File: src/rtl/irq_pkg.sv
package irq_pkg;
  localparam int NUM_SRC = 5;
  localparam int PC_W    = 13;

  typedef enum logic [1:0] {SEQ_IDLE, SEQ_PUSH, SEQ_LOAD} seq_t;

  // vector of latch index: 0 -> 002h, then 4 + 2*idx
  function automatic logic [PC_W-1:0] vec_of(input int idx);
    return (idx == 0) ? PC_W'(2) : PC_W'(4 + 2 * idx);
  endfunction
endpackage

File: src/rtl/irq_edge_sync.sv
module irq_edge_sync #(
  parameter int STAGES = 2
) (
  input  logic clk,
  input  logic rst_n,
  input  logic pin,
  output logic rise
);
  logic [STAGES-1:0] sync_q;
  logic              prev_q;

  always_ff @(posedge clk or negedge rst_n) begin
    if (!rst_n) begin
      sync_q <= '0;
      prev_q <= 1'b0;
    end else begin
      sync_q <= {sync_q[STAGES-2:0], pin};
      prev_q <= sync_q[STAGES-1];
    end
  end

  assign rise = sync_q[STAGES-1] & ~prev_q;
endmodule

File: src/rtl/irq_latch_bank.sv
module irq_latch_bank #(
  parameter int N = irq_pkg::NUM_SRC
) (
  input  logic         clk,
  input  logic         rst_n,
  input  logic [N-1:0] set,
  input  logic [N-1:0] clr,
  output logic [N-1:0] lat
);
  always_ff @(posedge clk or negedge rst_n) begin
    if (!rst_n) lat <= '0;
    else        lat <= (lat & ~clr) | set;
  end

  for (genvar i = 0; i < N; i++) begin : g_chk
    // capture beats a simultaneous clear
    p_capture_wins_r10: assert property (@(posedge clk) disable iff (!rst_n)
      set[i] |=> lat[i]);
    p_clear_drops_r8: assert property (@(posedge clk) disable iff (!rst_n)
      (clr[i] && !set[i]) |=> !lat[i]);
    p_no_sw_set_r8: assert property (@(posedge clk) disable iff (!rst_n)
      (!lat[i] && !set[i]) |=> !lat[i]);
  end
endmodule

File: src/rtl/irq_prio_enc.sv
module irq_prio_enc
  import irq_pkg::*;
#(
  parameter int N = NUM_SRC
) (
  input  logic [N-1:0]    req,
  output logic [N-1:0]    grant,
  output logic            any,
  output logic [PC_W-1:0] vec
);
  always_comb begin
    grant = '0;
    vec   = '0;
    for (int i = N - 1; i >= 0; i--) begin
      if (req[i]) begin
        grant    = '0;
        grant[i] = 1'b1;
        vec      = vec_of(i);
      end
    end
    any = |req;
  end
endmodule

File: src/rtl/vec_irq_ctrl.sv
module vec_irq_ctrl
  import irq_pkg::*;
#(
  parameter int SYNC_STAGES = 2
) (
  input  logic               clk,
  input  logic               rst_n,
  input  logic [1:0]         ext_irq,
  input  logic               tmr_a_ovf,
  input  logic               tmr_b_ovf,
  input  logic               tbase_tick,
  input  logic               mask_wr,
  input  logic [NUM_SRC-2:0] mask_wdata,
  input  logic               cmd_wr,
  input  logic               cmd_set_en,
  input  logic [NUM_SRC-1:0] cmd_clr,
  input  logic               reti,
  input  logic               irq_ready,
  output logic               irq_valid,
  output logic [PC_W-1:0]    vec_addr,
  output logic               push_stb,
  output logic               load_stb,
  output logic               sf_set
);
  logic [1:0]         ext_rise;
  logic [NUM_SRC-1:0] hw_set, clr_all, lat, req, grant;
  logic [NUM_SRC-2:0] mask_q;
  logic               en_q, any, accept;
  logic [PC_W-1:0]    best_vec, vec_q;
  seq_t               seq_q;

  for (genvar k = 0; k < 2; k++) begin : g_sync
    irq_edge_sync #(.STAGES(SYNC_STAGES)) u_sync (
      .clk(clk), .rst_n(rst_n), .pin(ext_irq[k]), .rise(ext_rise[k])
    );
  end

  assign hw_set  = {ext_rise[1], tbase_tick, tmr_b_ovf, tmr_a_ovf, ext_rise[0]};
  assign clr_all = (cmd_wr ? cmd_clr : '0) | (accept ? grant : '0);

  irq_latch_bank #(.N(NUM_SRC)) u_lat (
    .clk(clk), .rst_n(rst_n), .set(hw_set), .clr(clr_all), .lat(lat)
  );

  // latch 0 bypasses the masks
  assign req = lat & {mask_q, 1'b1};

  irq_prio_enc #(.N(NUM_SRC)) u_enc (
    .req(req), .grant(grant), .any(any), .vec(best_vec)
  );

  assign irq_valid = (seq_q == SEQ_IDLE) && en_q && any;
  assign accept    = irq_valid && irq_ready;

  always_ff @(posedge clk or negedge rst_n) begin
    if (!rst_n) begin
      mask_q <= '0;
      en_q   <= 1'b0;
      seq_q  <= SEQ_IDLE;
      vec_q  <= '0;
    end else begin
      if (mask_wr) mask_q <= mask_wdata;
      if (accept)                          en_q <= 1'b0;
      else if (reti || (cmd_wr && cmd_set_en)) en_q <= 1'b1;
      case (seq_q)
        SEQ_IDLE: if (accept) begin
          seq_q <= SEQ_PUSH;
          vec_q <= best_vec;
        end
        SEQ_PUSH: seq_q <= SEQ_LOAD;
        default:  seq_q <= SEQ_IDLE;
      endcase
    end
  end

  assign push_stb = (seq_q == SEQ_PUSH);
  assign load_stb = (seq_q == SEQ_LOAD);
  assign sf_set   = load_stb;
  assign vec_addr = load_stb ? vec_q : (any ? best_vec : '0);

  p_accept_clears_en_r6: assert property (@(posedge clk) disable iff (!rst_n)
    accept |=> !en_q);
  p_accept_then_push_r6: assert property (@(posedge clk) disable iff (!rst_n)
    accept |=> push_stb);
  p_push_then_load_r6: assert property (@(posedge clk) disable iff (!rst_n)
    push_stb |=> (load_stb && sf_set));
  p_reti_sets_en_r7: assert property (@(posedge clk) disable iff (!rst_n)
    (reti && !accept) |=> en_q);
  p_valid_needs_en_r5: assert property (@(posedge clk) disable iff (!rst_n)
    (!en_q && !reti && !cmd_wr) |=> !irq_valid);
  p_unmaskable_r4: assert property (@(posedge clk) disable iff (!rst_n)
    (en_q && lat[0] && seq_q == SEQ_IDLE) |-> (irq_valid && vec_addr == PC_W'(2)));
  p_one_grant_r3: assert property (@(posedge clk) disable iff (!rst_n)
    $onehot0(grant));
endmodule

File: config.mk
export PLATFORM = sky130hd
export DESIGN_NAME = vec_irq_ctrl
export DESIGN_NICKNAME = d
export VERILOG_FILES = /design/src/rtl/irq_pkg.sv /design/src/rtl/irq_edge_sync.sv /design/src/rtl/irq_latch_bank.sv /design/src/rtl/irq_prio_enc.sv /design/src/rtl/vec_irq_ctrl.sv
export SDC_FILE = /design/constraint.sdc
export NUM_CORES = 1
export LEC_CHECK = 0
export BUFFER_PORTS_ARGS = -buffer_cell sky130_fd_sc_hd__buf_2
export CAP_MARGIN = 30
export CORE_AREA = 2 2 61 63
export DETAILED_ROUTE_END_ITERATION = 8
export DIE_AREA = 0 0 63 65
export HOLD_SLACK_MARGIN = 0.06
export PLACE_DENSITY = 0.72
export SLEW_MARGIN = 20
export SYNTH_ARGS = -nofsm -noshare
export SYNTH_HDL_FRONTEND = slang
export SYNTH_HIERARCHICAL = 1
export SYNTH_SLANG_ARGS = --single-unit
File: constraint.sdc
create_clock -name clk -period 2 [get_ports clk]
set_clock_uncertainty 0.1 [all_clocks]
set_input_delay 0.1 -clock clk [delete_from_list [all_inputs] [get_ports clk]]
set_output_delay 0.1 -clock clk [all_outputs]
set_load 0.05 [all_outputs]
==> impl_metrics.ini <==
[status]
status = completed

[finish]
n_antenna_cell = 0
seq_area_um2 = 776
fill_cells = 331
drive_above_1_share_pct = 36.8
nNetsFinal = 225
area_growth_pct = 29.9
multiInputGateArea_um2 = 711
final_util_pct = 58.6

[synthesis]
synth-xor-area-share_pct = 0
ys_types = 25
synthArstFlopShare_pct = 100
synth_top_family_by_area = simple AND/OR/NAND/NOR gates
synth_simple_gate_area_share_pct = 15.6
ys_warn_count = 6
syn_area_per_cell_um2 = 10.7
synthTopCellsByCount = 31 x dfrtp_1, 27 x nand2_1, 14 x o21ai_0, 12 x buf_4, 10 x mux2_4
muxShareOfSynthArea_pct = 14.5
syn-cell-area_um2 = 1580
dominantRegCellSynth = dfrtp_1
synth_seq_cells = 31
ys_seq_area_share_pct = 49.2
synthAdderAreaFrac_pct = 0
synth_area_leader_cell = dfrtp_1
synth_top_area_share_pct = 49.2
synth_compound_area_share_pct = 11.2
synth_area_leaders = dfrtp_1 49%, mux2_4 9.5%, nand2_1 6.4%
synth_cells = 147
yosysMostFrequentCell = dfrtp_1
synth_edf_count = 0

[timing]
finalSetupViolations = 0
report.final.slew_viol_count = 0
hold_violations = 0
min_period_over_period_pct = 93.9
clock.fmax_mhz = 533
hold_slack_ns = 0.112
worst_slack_ns = 0.122
period_needed_ns = 1.88
worstMarginPinSlew_ns = 0.667
max_slew_margin_pct = 55.5

[worst_hold_path]
hold_path.class = in -> reg

[cts]
clk_pin_slew_worst_paths_ns = 0.09
clock_path_buffers = 2
cts.sinks = 31
cts_inserted_buffers = 5
htreeDepth = 2
clock_latency_ns = 0.32
cts_tree = built
cts_root_buf = clkbuf_4

[placed_design]
io_buffer_count = 37
dp.final_hpwl_mm = 2.15
place_ws_ns = 0.195
gp_congestion = 0.740

[power]
power.density_nw_per_um2 = 1390
p_total_mw = 2.84
leakage_nw = 1.03
vdd.ir_drop.worst_mv = 0.657

[worst_setup_path]
worstPathArrival_ns = 1.68
endpoint_kind = primary output
critPathKind = reg -> out
critPathLaunchType = flip-flop
cp_max_fo = 13
worstPathRequired_ns = 1.80

[global_route]
grt-ovfl-total = 0
grt_max_degree = 32
grt_pass1_wl_mm = 5.38
grt_pass1_vias = 1275
grt_usage_pct = 17.0
antenna_found_initial = 0

[flow_run]
drv_cap = 0

[detailed_routing]
wire_per_inst_um = 12.2
wl_met3_um = 153
drt_wl_total_mm = 3.07
drt-met1-wl_mm = 1.34
first_pass_iters = 4
vias_per_cell = 4.65
drt_iter0_markers = 43
top_layer = met4
vias = 1173
ant_nets = 0
dr_wl_met2_mm = 1.52
drc_errors = 0

[die]
dieArea_um2 = 4100
ioPinCount = 38
row_count = 22
die_w_um = 63
die_h_um = 65
core_um2 = 3500
start_util_pct = 45.1
flip-flops by register name, indices dropped and copies added (netlist names):
signal                count
vec_q                    13
u_lat/lat                 5
g_sync.u_sync/sync_q      4
mask_q                    4
g_sync.u_sync/prev_q      2
seq_q                     2
en_q                      1
layer usage:
layer / vias to the layer above / global-route usage, %
met3: 6 / 4.86
met1: 546 / 19.3
met5: - / 0
met4: 0 / 5.83
li1: 585 / -
met2: 36 / 30.5
path summary, 6_finish.rpt:
check,cells after the start,start,endpoint,slack (ns)
setup reg to reg,9,u_lat/lat[2],u_lat/lat[2],0.18
max in group asynchronous,2,rst_n,en_q,1.12
setup / recovery,7,u_lat/lat[2],vec_addr[1],0.12
hold / removal,4,cmd_clr[0],u_lat/lat[0],0.11
hold reg to reg,0,g_sync[0].u_sync/sync_q[0],g_sync[0].u_sync/sync_q[1],0.26
min in group asynchronous,2,rst_n,vec_q[6],0.24
report_power, final:
group | internal (mW) | switching (mW) | leakage [nW] | total, mW
Sequential | 0.809 | 0.114 | 0.360 | 0.922
Clock | 0.258 | 0.196 | 0.0383 | 0.454
Combinational | 0.553 | 0.910 | 0.628 | 1.46
Total | 1.62 | 1.22 | 1.03 | 2.84
placed cells by master, fill, tap and decap left out, types with 6 or more instances in the layout:
cell type	count
buf_2	34
conb_1	10
dfrtp_1	31
dlygate4sd3_1	17
inv_1	6
mux2_2	7
mux2_4	10
nand2_1	26
o21ai_0	11
critical path, stage by stage (launching register included):
cell	delay (ns)
dfrtp_1	0.39
and2_2	0.24
nor3_4	0.17
nand2_2	0.09
buf_6	0.15
nand2_1	0.06
o21ai_1	0.06
buf_4	0.20
area by class of cell:
| type | count | share of cell area [%] |
|---|---|---|
| Tap cell | 48 | 2.93 |
| Timing Repair Buffer | 58 | 19.7 |
| Sequential cell | 31 | 37.9 |
| Inverter | 7 | 1.28 |
| Clock inverter | 1 | 1.47 |
| Multi-Input combinational cell | 101 | 34.7 |
| Clock buffer | 6 | 2.02 |
per-stage QoR:
stage | std cells | area, µm² | TNS, ns
final | 252 | 2050 | 0
after global routing | 252 | 2050 | -0.0115
after CTS | 251 | 2000 | 0
after detailed placement | 227 | 1760 | 0
after global placement | 227 | 1760 | 0
after floorplan | 156 | 1610 | 0
cells by family after synthesis:
group	after synthesis
compound gates	27
buf+inv	24
flops	31
mux	17
other cells	1
simple gates	47
what timing repair did:
item / 4_1_cts / 5_1_grt
endpoints found under the hold margin: 43 / 0
hold buffers: 17 / 0
endpoints found under the setup margin: 0 / 7
buffers inserted: 0 / 1
gates resized for setup: 0 / 16
Note: power is estimated with default switching activity, not from simulation.
